[src/rtl/memop_pkg.sv]
package memop_pkg;

    typedef enum logic [2:0] {
        OP_LOAD      = 3'd0,
        OP_STORE     = 3'd1,
        OP_FENCE_ST  = 3'd2,
        OP_FENCE_LD  = 3'd3,
        OP_FENCE_ALL = 3'd4
    } op_kind_e;

    typedef enum logic [1:0] {
        SQ_RUN,
        SQ_DRAIN,
        SQ_FLUSH,
        SQ_RELEASE
    } sq_state_e;

    function automatic logic is_fence(input logic [2:0] k);
        return k >= 3'd2;
    endfunction

    // fence kind orders loads
    function automatic logic holds_ld(input logic [2:0] k);
        return k != OP_FENCE_ST;
    endfunction

    // fence kind orders stores (and needs a store buffer flush)
    function automatic logic holds_st(input logic [2:0] k);
        return k != OP_FENCE_LD;
    endfunction

endpackage

[src/rtl/memop_pick.sv]
module memop_pick #(
    parameter int N = 8
) (
    input  logic [N-1:0]         req,
    output logic                 found,
    output logic [$clog2(N)-1:0] idx
);
    localparam int IW = $clog2(N);

    always_comb begin
        found = 1'b0;
        idx   = '0;
        for (int i = N - 1; i >= 0; i--) begin
            if (req[i]) begin
                found = 1'b1;
                idx   = IW'(i);
            end
        end
    end
endmodule

[src/rtl/memop_fifo.sv]
module memop_fifo #(
    parameter int DEPTH = 8,
    parameter int W     = 8
) (
    input  logic         clk,
    input  logic         rst_n,
    input  logic         push,
    input  logic         pop,
    input  logic [W-1:0] wdata,
    output logic [W-1:0] rdata,
    output logic         empty,
    output logic         full
);
    localparam int PW = $clog2(DEPTH);

    logic [W-1:0] mem_q [DEPTH];
    logic [PW:0]  wp_q, rp_q;

    always_ff @(posedge clk or negedge rst_n) begin
        if (!rst_n) begin
            wp_q <= '0;
            rp_q <= '0;
        end else begin
            if (push) wp_q <= wp_q + 1'b1;
            if (pop)  rp_q <= rp_q + 1'b1;
        end
    end

    always_ff @(posedge clk) begin
        if (push) mem_q[wp_q[PW-1:0]] <= wdata;
    end

    assign rdata = mem_q[rp_q[PW-1:0]];
    assign empty = (wp_q == rp_q);
    assign full  = (wp_q[PW] != rp_q[PW]) && (wp_q[PW-1:0] == rp_q[PW-1:0]);
endmodule

[src/rtl/memop_window.sv]
module memop_window #(
    parameter int NE = 8,
    parameter int AW = 16,
    parameter int DW = 16
) (
    input  logic                  clk,
    input  logic                  rst_n,
    input  logic                  alloc,
    input  logic                  alloc_store,
    input  logic [AW-1:0]         alloc_addr,
    input  logic [DW-1:0]         alloc_data,
    output logic                  have_free,
    input  logic                  iss_fire,
    input  logic                  cpl_valid,
    input  logic [$clog2(NE)-1:0] cpl_tag,
    output logic                  req_valid,
    output logic                  req_store,
    output logic [AW-1:0]         req_addr,
    output logic [DW-1:0]         req_data,
    output logic [$clog2(NE)-1:0] req_tag,
    output logic [NE-1:0]         vld_vec,
    output logic [NE-1:0]         sto_vec
);
    localparam int IW = $clog2(NE);

    logic [NE-1:0] vld_q, iss_q, sto_q, elig, done_vec;
    logic [NE-1:0] older_q [NE];
    logic [AW-1:0] addr_q  [NE];
    logic [DW-1:0] data_q  [NE];
    logic [IW-1:0] slot, sel;

    memop_pick #(.N(NE)) u_free (.req(~vld_q), .found(have_free), .idx(slot));
    memop_pick #(.N(NE)) u_sel  (.req(elig),   .found(req_valid), .idx(sel));

    assign done_vec = cpl_valid ? (vld_q & iss_q & (NE'(1) << cpl_tag)) : '0;

    generate
        for (genvar g = 0; g < NE; g++) begin : g_ent
            logic hazard;
            always_comb begin
                hazard = 1'b0;
                for (int j = 0; j < NE; j++) begin
                    if (older_q[g][j] && vld_q[j] && (addr_q[j] == addr_q[g]) &&
                        (sto_q[g] || sto_q[j]))
                        hazard = 1'b1;
                end
            end
            assign elig[g] = vld_q[g] & ~iss_q[g] & ~hazard;
        end
    endgenerate

    always_ff @(posedge clk or negedge rst_n) begin
        if (!rst_n) begin
            vld_q <= '0;
            iss_q <= '0;
            for (int i = 0; i < NE; i++) older_q[i] <= '0;
        end else begin
            for (int i = 0; i < NE; i++) begin
                if (alloc && (slot == IW'(i))) begin
                    vld_q[i]   <= 1'b1;
                    iss_q[i]   <= 1'b0;
                    older_q[i] <= vld_q;
                end else begin
                    if (done_vec[i]) begin
                        vld_q[i] <= 1'b0;
                        iss_q[i] <= 1'b0;
                    end else if (iss_fire && (sel == IW'(i))) begin
                        iss_q[i] <= 1'b1;
                    end
                    if (alloc) older_q[i][slot] <= 1'b0;
                end
            end
        end
    end

    always_ff @(posedge clk) begin
        if (alloc) begin
            addr_q[slot] <= alloc_addr;
            data_q[slot] <= alloc_data;
            sto_q[slot]  <= alloc_store;
        end
    end

    assign req_store = sto_q[sel];
    assign req_addr  = addr_q[sel];
    assign req_data  = data_q[sel];
    assign req_tag   = sel;
    assign vld_vec   = vld_q;
    assign sto_vec   = sto_q;
endmodule

[src/rtl/memop_sequencer.sv]
module memop_sequencer
    import memop_pkg::*;
#(
    parameter int NE = 8,
    parameter int FD = 8,
    parameter int AW = 16,
    parameter int DW = 16
) (
    input  logic                  clk,
    input  logic                  rst_n,
    input  logic                  in_valid,
    output logic                  in_ready,
    input  logic [2:0]            in_kind,
    input  logic [AW-1:0]         in_addr,
    input  logic [DW-1:0]         in_data,
    output logic                  req_valid,
    input  logic                  req_ready,
    output logic                  req_is_store,
    output logic [AW-1:0]         req_addr,
    output logic [DW-1:0]         req_data,
    output logic [$clog2(NE)-1:0] req_tag,
    input  logic                  cpl_valid,
    input  logic [$clog2(NE)-1:0] cpl_tag,
    output logic                  flush_req,
    input  logic                  flush_ack
);
    localparam int FW = 3 + AW + DW;

    sq_state_e     st_q, st_n;
    logic [2:0]    fk_q, fk_n;
    logic [NE-1:0] mask_q, mask_n, cls, done_all;
    logic [NE-1:0] vld_vec, sto_vec;

    logic          have_free, alloc, a_store, from_fifo;
    logic [AW-1:0] a_addr;
    logic [DW-1:0] a_data;
    logic          f_push, f_pop, f_empty, f_full, snap;
    logic [FW-1:0] f_rd;
    logic [2:0]    hd_kind;
    logic [AW-1:0] hd_addr;
    logic [DW-1:0] hd_data;
    logic          ordered_in, bypass;

    memop_fifo #(.DEPTH(FD), .W(FW)) u_park (
        .clk   (clk),
        .rst_n (rst_n),
        .push  (f_push),
        .pop   (f_pop),
        .wdata ({in_kind, in_addr, in_data}),
        .rdata (f_rd),
        .empty (f_empty),
        .full  (f_full)
    );

    assign hd_kind = f_rd[FW-1 -: 3];
    assign hd_addr = f_rd[DW +: AW];
    assign hd_data = f_rd[DW-1:0];

    assign from_fifo = (st_q == SQ_RELEASE);
    assign a_store   = from_fifo ? (hd_kind == OP_STORE) : (in_kind == OP_STORE);
    assign a_addr    = from_fifo ? hd_addr : in_addr;
    assign a_data    = from_fifo ? hd_data : in_data;

    memop_window #(.NE(NE), .AW(AW), .DW(DW)) u_win (
        .clk         (clk),
        .rst_n       (rst_n),
        .alloc       (alloc),
        .alloc_store (a_store),
        .alloc_addr  (a_addr),
        .alloc_data  (a_data),
        .have_free   (have_free),
        .iss_fire    (req_valid && req_ready),
        .cpl_valid   (cpl_valid),
        .cpl_tag     (cpl_tag),
        .req_valid   (req_valid),
        .req_store   (req_is_store),
        .req_addr    (req_addr),
        .req_data    (req_data),
        .req_tag     (req_tag),
        .vld_vec     (vld_vec),
        .sto_vec     (sto_vec)
    );

    assign ordered_in = is_fence(in_kind) |
                        ((in_kind == OP_LOAD) ? holds_ld(fk_q) : holds_st(fk_q));
    assign bypass     = f_empty && !ordered_in;

    // state register
    always_ff @(posedge clk or negedge rst_n) begin
        if (!rst_n) begin
            st_q   <= SQ_RUN;
            fk_q   <= OP_FENCE_ALL;
            mask_q <= '0;
        end else begin
            st_q   <= st_n;
            fk_q   <= fk_n;
            mask_q <= mask_n;
        end
    end

    // next state and outputs
    always_comb begin
        st_n      = st_q;
        fk_n      = fk_q;
        in_ready  = 1'b0;
        alloc     = 1'b0;
        f_push    = 1'b0;
        f_pop     = 1'b0;
        snap      = 1'b0;
        flush_req = 1'b0;
        unique case (st_q)
            SQ_RUN: begin
                if (is_fence(in_kind)) begin
                    in_ready = 1'b1;
                    if (in_valid) begin
                        snap = 1'b1;
                        fk_n = in_kind;
                        st_n = SQ_DRAIN;
                    end
                end else begin
                    in_ready = have_free;
                    alloc    = in_valid && have_free;
                end
            end
            SQ_DRAIN, SQ_FLUSH: begin
                in_ready = bypass ? have_free : !f_full;
                alloc    = in_valid && bypass && have_free;
                f_push   = in_valid && !bypass && !f_full;
                if (st_q == SQ_DRAIN) begin
                    if (mask_q == '0) st_n = holds_st(fk_q) ? SQ_FLUSH : SQ_RELEASE;
                end else begin
                    flush_req = 1'b1;
                    if (flush_ack) st_n = SQ_RELEASE;
                end
            end
            SQ_RELEASE: begin
                if (f_empty) begin
                    st_n = SQ_RUN;
                end else begin
                    in_ready = !f_full;
                    f_push   = in_valid && !f_full;
                    if (is_fence(hd_kind)) begin
                        f_pop = 1'b1;
                        snap  = 1'b1;
                        fk_n  = hd_kind;
                        st_n  = SQ_DRAIN;
                    end else if (have_free) begin
                        f_pop = 1'b1;
                        alloc = 1'b1;
                    end
                end
            end
        endcase
    end

    // snapshot of the older operations the current fence waits for
    always_comb begin
        cls      = (holds_ld(fk_n) ? ~sto_vec : '0) | (holds_st(fk_n) ? sto_vec : '0);
        done_all = cpl_valid ? (NE'(1) << cpl_tag) : '0;
        mask_n   = snap ? (vld_vec & cls & ~done_all) : (mask_q & ~done_all);
    end
endmodule

[config.mk]
export PLATFORM = sky130hd
export DESIGN_NAME = memop_sequencer
export DESIGN_NICKNAME = d
export VERILOG_FILES = /design/src/rtl/memop_pkg.sv /design/src/rtl/memop_pick.sv /design/src/rtl/memop_fifo.sv /design/src/rtl/memop_window.sv /design/src/rtl/memop_sequencer.sv
export SDC_FILE = /design/constraint.sdc
export NUM_CORES = 1
export LEC_CHECK = 0
export ABC_CLOCK_PERIOD_IN_PS = 9100
export BUFFER_PORTS_ARGS = -buffer_cell sky130_fd_sc_hd__buf_2
export CAP_MARGIN = 25
export CORE_MARGIN = 4
export CORE_UTILIZATION = 35
export DETAILED_ROUTE_END_ITERATION = 8
export GPL_TIMING_DRIVEN = 0
export MAX_ROUTING_LAYER = met4
export PLACE_DENSITY = 0.52
export SETUP_SLACK_MARGIN = 0.1
export SLEW_MARGIN = 20
export SYNTH_ARGS = -nofsm -noshare
export SYNTH_HDL_FRONTEND = slang
export SYNTH_SLANG_ARGS = --single-unit
export TNS_END_PERCENT = 10
[constraint.sdc]
create_clock -name clk -period 9.1 [get_ports clk]
set_clock_uncertainty 0.15 [all_clocks]
set_input_delay 2.275 -clock clk [delete_from_list [all_inputs] [get_ports clk]]
set_output_delay 2.275 -clock clk [all_outputs]
set_load 0.05 [all_outputs]
# [After elaboration in Yosys (flattened, before gate mapping)]
# Memories as Yosys holds them, arrays and structs flattened.
# Index checks and enable logic that the tools add are counted.
[classes] addsub=2 n_lt_le_gt_ge=5 eq_ne=87 n_shift=1 n_mux=205 bitwise=51 reduce_logical=272
[ops] op="equality test 16 bit" n=56
[ops] op="logical AND 1 bit" n=210
[ops] op="2-to-1 mux 8 bit" n=21
[ops] op="2-to-1 mux 1 bit" n=146
[ops] op="AND 8 bit" n=13
[ops] op="2-to-1 mux 3 bit" n=20
[ops] op="2-to-1 mux 16 bit" n=2
[ops] op="inverter 8 bit" n=4
[ops] op="nonzero test 2 bit" n=16
[ops] op="logical OR 1 bit" n=28
[ops] op="equality test 3 bit, second input constant" n=8
[ops] op="nonzero test 3 bit" n=8
[ops] op="AND 1 bit" n=16
[ops] op="inverter 1 bit" n=16
[ops] op="2-to-1 mux 2 bit" n=7
[ops] op="equality test 3 x 1 -> 1 bit, second input constant" n=4
[ops] op="equality test 3 x 2 -> 1 bit, second input constant" n=4
[ops] op="inequality test 3 x 2 -> 1 bit, second input constant" n=4
[ops] op="zero test 3 bit" n=3
[ops] op="adder 4 x 1 -> 4 bit, second input constant" n=2
[ops] op="bitwise mux 8 bit" n=1
[ops] op="zero test 8 bit" n=1
[ops] op="less-than comparator 3 x 4 -> 1 bit, second input constant" n=2
[ops] op="bitwise OR 8 bit" n=1
[ops] op="other kinds (22)" n=30
[totals] regBits=109 mem_bits_rw=536 inputBits=44 out_inout_bits=39 memories=3
[mem_list] name="u_park.mem_q" depth=8 word_bits=35 rd=1 rd_clocked_by_memory_dff=0 write_ports=1 line_no="memop_fifo.sv:16" rtl="logic [W-1:0] mem_q [DEPTH];"
[mem_list] name="u_win.addr_q" depth=8 word_bits=16 rd=9 rd_clocked_by_memory_dff=0 write_ports=1 line_no="memop_window.sv:28" rtl="logic [AW-1:0] addr_q [NE];"
[mem_list] name="u_win.data_q" depth=8 word_bits=16 rd=1 rd_clocked_by_memory_dff=0 write_ports=1 line_no="memop_window.sv:29" rtl="logic [DW-1:0] data_q [NE];"

# [Logic depth before layout (Yosys ltp)]
# Gate-level depths: netlist of the first run.
[logic_depth] depth_word=26 mapped_depth=15 mapped_depth_nobuf=11

# [Hierarchy]
# Synthesis of the first run repeated with hierarchy kept, for this count alone.
[unflattened] hier_cells=2233 hier_area_um2=32731.4
[by_module_without_submodules] mod="memop_window" n_inst=1 cells_per_inst=1579 area_each_um2=19837.8 seq_area_each_um2=9929.5
[by_module_without_submodules] mod="memop_fifo" n_inst=1 cells_per_inst=448 area_each_um2=11160.7 seq_area_each_um2=8608.3
[by_module_without_submodules] mod="memop_sequencer" n_inst=1 cells_per_inst=180 area_each_um2=1572.8 seq_area_each_um2=326.6
[by_module_without_submodules] mod="memop_pick" n_inst=2 cells_per_inst=13 area_each_um2=80.1 seq_area_each_um2=0.0

# [Worst setup path before layout of the first run]
# Ideal clock, no wire load.
[synth_path] path_type="flip-flop to output port" start="memory u_win.addr_q[6][13]" end="output port req_data[6]" arrival_time_ps=3791 t_required_ps=6675 path_slack_ps=2884 stages_incl_launch_ff=15 path_buffers=3 path_cell_list="edfxtp_1 > buf_4 > xnor2_1 > nand4_1 > or3_1 > o21ai_1 > a311o_1 > or4_4 > a211oi_2 > o21ai_2 > buf_2 > buf_6 > a21oi_2 > o32ai_1 > a211oi_1"
[synth_lines] element="start, declared" line_no="memop_window.sv:28"
[synth_lines] element="end, declared" line_no="memop_sequencer.sv:20" rtl="output logic [DW-1:0] req_data,"

==> results.sh, run 1 <==
export IMPL_number_of_setup_violations_in_the_final_report=0
export IMPL_h_tree_depth=3
export IMPL_post_layout_net_count=2825
export IMPL_core_region_area_sq_mm=0.09319
export IMPL_clkSlewWorstSetupHoldPaths_ns=0.06
export IMPL_synth_ff_type="edfxtp_1"
export IMPL_synthXorXnorAreaFrac_pct=12.46
export IMPL_final_cell_mix="edfxtp_1 (544), xor2_1 (347), buf_2 (172)"
export IMPL_cts_tree="built"
export IMPL_cp_max_fo=10
export IMPL_die_height_microns=314.2
export IMPL_fp_dieArea_sq_mm=0.09872
export IMPL_synth_simple_gate_area_share_pct=10.05
export IMPL_grt_setup_unrepaired="false"
export IMPL_netlist_cell_type_count=72
export IMPL_drv_max_cap_violation_count=0
export IMPL_ctsLongestPathBuffers=3
export IMPL_critical_path_reg2reg_endpoint="u_win.iss_q[4]"
export IMPL_data_arrival_at_the_endpoint_of_the_critical_path_ns=6.35
export IMPL_p_total_mw=11.39
export IMPL_port_buffers=82
export IMPL_cts_resized=0
export IMPL_mostFrequentLayoutCell="edfxtp_1"
export IMPL_synth_top_family_by_area="XOR/XNOR gates"
export IMPL_reg2reg_from="u_win.addr_q[1][6]"
export IMPL_timing_hold_violations_final=0
export IMPL_hold_path_class="reg2reg"
export IMPL_cts_root_buffer="clkbuf_16"
export IMPL_outcome="completed"
export IMPL_final_antenna_net_count=0
export IMPL_r2r_slack_ns=4.12
export IMPL_synthAdderAreaFrac_pct=0.2288
export IMPL_synth_nets=2631
export IMPL_wirelength_mm=127.7
export IMPL_initialDrtViolationCount=2400
export IMPL_die_w_microns=314.2
export IMPL_seq_area_frac_synth_pct=57.49
export IMPL_grt_pass1_wl_mm=177.9
export IMPL_synthCells=2581
export IMPL_globalRouteOverflowTotal=0
export IMPL_ioPinCount=83
export IMPL_hold_slack_ns=0.3291
export IMPL_synth_compound_gate_area_share_pct=8.972
export IMPL_postSynth_asyncResetShare_pct=15.66
export IMPL_dp_hpwl_mm=89.48
export IMPL_drc=0
export IMPL_slew_viols_final=0
export IMPL_startpoint_type="register"
export IMPL_cp_data_required_time_ns=6.68
export IMPL_min_period_ns=8.770
export IMPL_r2r_cells=13
export IMPL_leakagePower_nw=13.45
export IMPL_timing_critical_path_to="req_addr[6]"
export IMPL_fmaxAchievable_ghz=0.1140
export IMPL_cts_made_buffers=73
export IMPL_critical_path_endpoint_type="output port"
export IMPL_cts_hold_buffers=0
export IMPL_drtPass1Iterations=7
export IMPL_flow_area_growth_from_synthesis_pct=15.94
export IMPL_criticalPathCategory="reg2out"
export IMPL_tns_ns=0
export IMPL_layout_drive_gt1_share_pct=19.44
export IMPL_first_global_vias=22956
export IMPL_yosys_warnings=0
export IMPL_relative_slew_slack_pct=21.60
export IMPL_initial_core_utilization_pct=35.21
export IMPL_worst_ir_drop_on_vdd_mv=0.1399
export IMPL_origin_of_the_worst_setup_path="u_win.addr_q[1][15]"
export IMPL_powerDensity_mw_per_mm2=299.3
export IMPL_tritoncts_num_sinks=645
export IMPL_number_of_antenna_violations_at_the_first_check_in_global_routing=8
export IMPL_clk_latency_ns=0.65
export IMPL_place_congestion=0.9791
export IMPL_number_of_enable_type_register_cells_in_the_synthesized_netlist=544
export IMPL_postCtsSetupRepairBufs=0
export IMPL_synth_mux_area_share_pct=6.101
export IMPL_min_period_over_period_pct=96.38
export IMPL_max_slew_worst_pin_slew_ns=1.176
export IMPL_synth_ff_latch_count=645
export IMPL_netlist_area_sq_mm=0.03282
export IMPL_viasPerCell=5.663
export IMPL_pin_count_of_the_biggest_net_entering_global_routing=60
export IMPL_gr_usage_all_layers_pct=26.18
export IMPL_filler_cell_count=8757
export IMPL_core_rowCount=112
export IMPL_vias=23189
export IMPL_post_drt_wl_per_cell_microns=31.17
export IMPL_syn_avg_cell_area_sq_um=12.71
==> per-stage QoR <==
stage / cell area [sq um] / cells / util, % / setup slack, ns
floorplan: 32820 / 2581 / - / 2.884
global placement: 34790 / 3917 / 37.34 / -0.2157
detailed placement: 35500 / 3948 / 38.09 / 0.9359
CTS: 37960 / 4083 / 40.74 / 0.2349
global route: 38040 / 4093 / 40.82 / 0.3802
finish: 38050 / 4095 / 40.83 / 0.3296
==> worst min path at each step <==
stage,endpoint,from,slack [ns],cells past startpoint
2_1_floorplan,u_win.older_q[48],u_win.older_q[48],0.29,2
5_1_grt,u_win.older_q[41],u_win.older_q[41],0.34,1
4_1_cts,u_win.older_q[18],u_win.older_q[18],0.33,1
3_5_place_dp,u_win.older_q[16],u_win.older_q[16],0.31,2
3_3_place_gp,u_win.older_q[48],u_win.older_q[48],0.31,2
6_report,u_win.older_q[3],u_win.older_q[3],0.33,1
==> registers in the layout, indices dropped and copies added, names as in the netlist <==
register / cells
u_park.mem_q: 280
fk_q: 3
u_win.iss_q: 8
u_park.rp_q: 4
u_park.wp_q: 4
st_q: 2
u_win.sto_vec: 8
u_win.addr_q: 128
u_win.older_q: 64
u_win.data_q: 128
u_win.vld_vec: 8
mask_q: 8
==> power by group <==
group	leakage, nW	internal [mW]	switching (mW)	total, mW
Sequential	6.26	3.74	0.104	3.85
Combinational	5.99	1.35	3.15	4.50
Clock	1.20	1.79	1.25	3.04
Total	13.4	6.88	4.51	11.4
==> cell usage after synthesis, drive strengths merged, types with 3 or more instances <==
library cell / instances / share of area [%]
dfrtp: 100 / 7.6
and2: 11 / 0.21
a21o: 31 / 0.71
a22oi: 3 / 0.069
a21oi: 101 / 1.9
a211oi: 26 / 0.75
o32ai: 16 / 0.52
or3: 39 / 0.74
nand2: 156 / 1.8
xnor2: 120 / 3.2
o221ai: 34 / 0.91
o2111ai: 19 / 0.58
nand4: 27 / 0.51
a31oi: 7 / 0.13
xor2: 347 / 9.3
nor4: 82 / 1.6
a22o: 19 / 0.51
nand2b: 16 / 0.31
a311oi: 10 / 0.27
mux2i: 38 / 1.2
o21ai: 54 / 0.88
nor2b: 10 / 0.19
and3: 35 / 0.67
o31ai: 10 / 0.23
a32oi: 18 / 0.48
nand3: 80 / 1.2
mux2: 4 / 0.14
ha: 6 / 0.23
nor3: 70 / 1.1
mux4: 70 / 4.8
buf: 184 / 3.4
nor2: 131 / 1.5
edfxtp: 544 / 50
o211ai: 29 / 0.66
clkbuf: 71 / 0.81
inv: 39 / 0.45
==> metal layers <==
layer,wire (microns),GRT usage [%],vias up
li1,-,-,9924
met1,53220,34.30,11867
met5,0,-,-
met4,5304,9.452,0
met2,58550,40.29,1127
met3,10590,5.655,271
==> cell families (layout without fill, tap and decap cells) <==
group                      after synthesis  in the layout
AOI/OAI and AO/OA                      392            392
xor gates and xnor gates               467            467
adders and majority gates                6              6
buffers and inverters                  294            548
DFF                                    645            645
muxes                                  112            112
other                                    0              6
and+or+nand+nor                        665            665
==> cell type report <==
cell class	instances	area [sq um]	area share, %
tap	1254	1569	4.124
timing repair buffer	119	1059	2.782
clock buffer	98	1992	5.235
sequential	645	18860	49.58
antenna	6	15.01	0.03946
clock inverter	37	474.2	1.246
buffer	255	1419	3.729
multi-input combinational	1642	12510	32.88
inverter	39	146.4	0.3848
==> worst max-delay path, stage by stage (launching register included) <==
cell and delay, ns:
edfxtp_1 0.35, buf_2 0.27, xor2_1 0.21, nor4_1 0.78, o211ai_1 0.21, nor4_2 0.63
a31oi_1 0.22, o2111ai_2 0.36, nand2_1 0.21, nor3b_2 0.40, buf_2 0.36, buf_1 0.91
a32oi_1 0.43, buf_2 0.34
Note: power is estimated with default switching activity, not from simulation.
==> inputs of run 2 (changes only) <==
--- a/config.mk
+++ b/config.mk
@@ -5,6 +5,7 @@
 export SDC_FILE = /design/constraint.sdc
 export NUM_CORES = 1
 export LEC_CHECK = 0
+export ABC_AREA = 1
 export ABC_CLOCK_PERIOD_IN_PS = 9100
 export BUFFER_PORTS_ARGS = -buffer_cell sky130_fd_sc_hd__buf_2
 export CAP_MARGIN = 25
==> run 2 against run 1 <==
Via count increased by 23%. Largest cell class unchanged. Sequential cell count is the same. Sequential power increased by 3%. Power rose by 21%. Highest routed layer unchanged. Synthesized area is 5.8% higher. Register-to-register slack improved by 0.82 ns. Critical endpoint is now req_addr[15]. Design area rose by 3.8%. Die area is 5.6% higher.
==> results.sh, run 2 <==
export IMPL_hold_path_class="reg2reg"
export IMPL_p_int_mw=6.983
export IMPL_core_region_area_sq_mm=0.09842
export IMPL_fp_dieArea_sq_mm=0.1043
export IMPL_cp_slowest_cell="nor3_1"
export IMPL_worst_ir_drop_on_vdd_mv=0.3291
export IMPL_die_height_microns=322.9
export IMPL_synth_top_cell_area_share_pct=47.07
export IMPL_total_switching_power_mw=6.795
export IMPL_synthTopCellsByCount="nand2_1 (1081), edfxtp_1 (544), nor2_1 (530), nand3_1 (339), xor2_1 (176)"
export IMPL_crit_buf_inv=3
export IMPL_netlist_cell_type_count=48
export IMPL_gate_power_share_pct=50.6
export IMPL_clk_latency_ns=0.66
export IMPL_gr_usage_all_layers_pct=25.03
export IMPL_layout_drive_gt1_share_pct=12.59
export IMPL_core_rowCount=115
export IMPL_final_cell_mix="nand2_1 (1081), edfxtp_1 (544), nor2_1 (521)"
export IMPL_worst_path_largest_cell_delay_ns=0.71
export IMPL_clkSlewWorstSetupHoldPaths_ns=0.06
export IMPL_ctsLongestPathBuffers=3
export IMPL_path_common_cell="nor2_1"
export IMPL_viasPerCell=5.224
export IMPL_synth_largest_area_cell="edfxtp_1"
export IMPL_layout_setup_ws_ns=1.344
export IMPL_drv_max_cap_violation_count=0
export IMPL_die_w_microns=322.9
export IMPL_criticalPathCategory="reg2out"
export IMPL_initialDrtViolationCount=2898
export IMPL_drtPass1Iterations=6
export IMPL_powerDensity_mw_per_mm2=348.7
export IMPL_netlist_area_sq_mm=0.03471
export IMPL_place_congestion=0.9765
export IMPL_post_layout_net_count=4151
export IMPL_max_slew_worst_pin_slew_ns=1.191
export IMPL_postSynth_asyncResetShare_pct=15.66
export IMPL_grt_setup_unrepaired="false"
export IMPL_pin_count_of_the_biggest_net_entering_global_routing=61
export IMPL_min_period_ns=7.756
export IMPL_cp_data_required_time_ns=6.68
export IMPL_data_arrival_at_the_endpoint_of_the_critical_path_ns=5.33
export IMPL_dp_hpwl_mm=91.32
export IMPL_pwr_share_seq_pct=28.7
export IMPL_filler_cell_count=9948
export IMPL_share_clk_of_total_power_pct=20.7
export IMPL_largest_register_ffs=280
export IMPL_number_of_antenna_violations_at_the_first_check_in_global_routing=9
export IMPL_timing_hold_violations_final=0
export IMPL_post_drt_wl_per_cell_microns=23.68
export IMPL_slew_viols_final=0
export IMPL_fmaxAchievable_ghz=0.1289
export IMPL_outcome="completed"
export IMPL_cts_hold_buffers=0
export IMPL_wirelength_mm=128.9
export IMPL_cts_resized=0
export IMPL_postCtsSetupRepairBufs=0
export IMPL_h_tree_depth=3
export IMPL_port_buffers=82
export IMPL_grt_pass1_wl_mm=185.4
export IMPL_initial_core_utilization_pct=35.27
export IMPL_cp_max_fo=10
export IMPL_mostFrequentLayoutCell="nand2_1"
export IMPL_tritoncts_num_sinks=645
export IMPL_cell_breakdown_of_the_critical_path="buf_4 -> xnor2_1 -> nand4_1 -> nor3_1 -> nand3_1 -> nand2_1 -> nor2_1 -> nand2_2 -> nand2_2 -> nor2_1 -> o21ai_2 -> clkbuf_1 -> nand3_1 -> nor2_1 -> nor2_1 -> buf_2"
export IMPL_switching_share_pct=49.32
export IMPL_critPathTopFamily="simple AND/OR/NAND/NOR gates"
export IMPL_first_global_vias=26566
export IMPL_critical_path_endpoint_type="output port"
export IMPL_yosys_warnings=0
export IMPL_cts_made_buffers=72
export IMPL_final_antenna_net_count=0
export IMPL_synth_ff_type="edfxtp_1"
export IMPL_hold_slack_ns=0.3374
export IMPL_ioPinCount=83
export IMPL_globalRouteOverflowTotal=0
export IMPL_relative_slew_slack_pct=20.59
export IMPL_flow_area_growth_from_synthesis_pct=13.83
export IMPL_cts_root_buffer="clkbuf_16"
export IMPL_startpoint_type="register"
export IMPL_synth_nets=3973
export IMPL_leakagePower_nw=16.01
export IMPL_yosys_top_cells_area="edfxtp_1 (47%), nand2_1 (12%), dfrtp_1 (7.2%)"
export IMPL_seq_area_frac_synth_pct=54.35
export IMPL_synth_ff_latch_count=645
export IMPL_min_period_over_period_pct=85.23
export IMPL_synth_most_common_cell="nand2_1"
export IMPL_drc=0
export IMPL_cts_tree="built"
export IMPL_syn_avg_cell_area_sq_um=8.847
export IMPL_number_of_setup_violations_in_the_final_report=0
export IMPL_number_of_enable_type_register_cells_in_the_synthesized_netlist=544
export IMPL_vias=28439
export IMPL_synthCells=3923
export IMPL_dp_slack_ns=2.187
[run 2: worst register-to-register path: stages (launching register included)]
cell and delay, ns:
dfrtp_1 0.38, clkbuf_1 0.51, inv_1 0.34, nand2_1 0.14, nand2_1 0.13, nor2_1 0.21, nand2_1 0.13, o22ai_2 0.42
nand2_4 0.21, nor3_2 0.48, buf_4 0.32, buf_6 0.19, buf_4 0.21
[run 2: path summary, 6_finish.rpt]
| path | from | end | slack, ns | depth (start not counted) |
|---|---|---|---|---|
| min in group asynchronous | rst_n | u_win.older_q[7] | 1.40 | 1 |
| worst min register to register | u_win.older_q[46] | u_win.older_q[46] | 0.34 | 2 |
| worst max register to register | u_park.rp_q[2] | u_win.addr_q[7][12] | 4.94 | 12 |
| worst max-delay path | u_win.addr_q[1][3] | req_addr[15] | 1.34 | 16 |
| worst min-delay path | u_win.older_q[46] | u_win.older_q[46] | 0.34 | 2 |
| max in group asynchronous | rst_n | fk_q[2] | 6.72 | 2 |
[run 2: stage by stage]
step / power, mW / setup TNS [ns] / std cells / area [sq um] / utilization [%]
floorplan: 8.237 / 0 / 3923 / 34710 / -
global placement: 10.84 / -67.46 / 5292 / 36730 / 37.32
detailed placement: 10.92 / 0 / 5314 / 37230 / 37.83
CTS: 13.78 / 0 / 5440 / 39500 / 40.13
global route: 14.44 / 0 / 5443 / 39510 / 40.14
finish: 13.78 / 0 / 5444 / 39510 / 40.14
[run 2: final cells by class]
cell class                      count  area, sq um  area share, %
Clock inverter                     30        312.8         0.7917
Buffer                            284         1699          4.301
Tap cell                         1287         1610          4.076
Multi-Input combinational cell   2755        13320          33.72
Timing Repair Buffer              104        823.3          2.084
Clock buffer                       96         1953          4.943
Sequential cell                   645        18860          47.75
Inverter                          239        914.6          2.315
Antenna cell                        4        10.01        0.02533
[run 2: kinds of logic (layout without fill, tap and decap cells)]
| group | after synthesis | after routing | synth area share, % |
|---|---|---|---|
| and+or+nand+nor | 2184 | 2184 | 26.47 |
| DFF | 645 | 645 | 54.35 |
| buffers and inverters | 523 | 753 | 7.477 |
| AOI/OAI and AO/OA | 314 | 314 | 5.144 |
| xor gates and xnor gates | 250 | 250 | 6.309 |
| adders and majority gates | 6 | 6 | 0.2163 |
| muxes | 1 | 1 | 0.02884 |
| other | 0 | 4 | 0 |
[run 2: power by group through the flow]
stage,sequential (mW),combinational (mW),clock (mW)
CTS,3.95,6.93,2.90
global placement,4.03,6.81,0
detailed placement,4.01,6.91,0
finish,3.96,6.97,2.85
global route,3.99,7.41,3.03
floorplan,3.97,4.27,0
[run 2: per-layer routing]
metal | routed length, microns | part of all wire, % | global-route usage [%] | up-vias
met1 | 54770 | 42 | 32.36 | 13634
met4 | 5667 | 4.4 | 9.890 | 0
met3 | 8365 | 6.5 | 3.648 | 257
met2 | 60100 | 47 | 39.83 | 1097
li1 | - | - | - | 13451
met5 | 0 | 0 | - | -
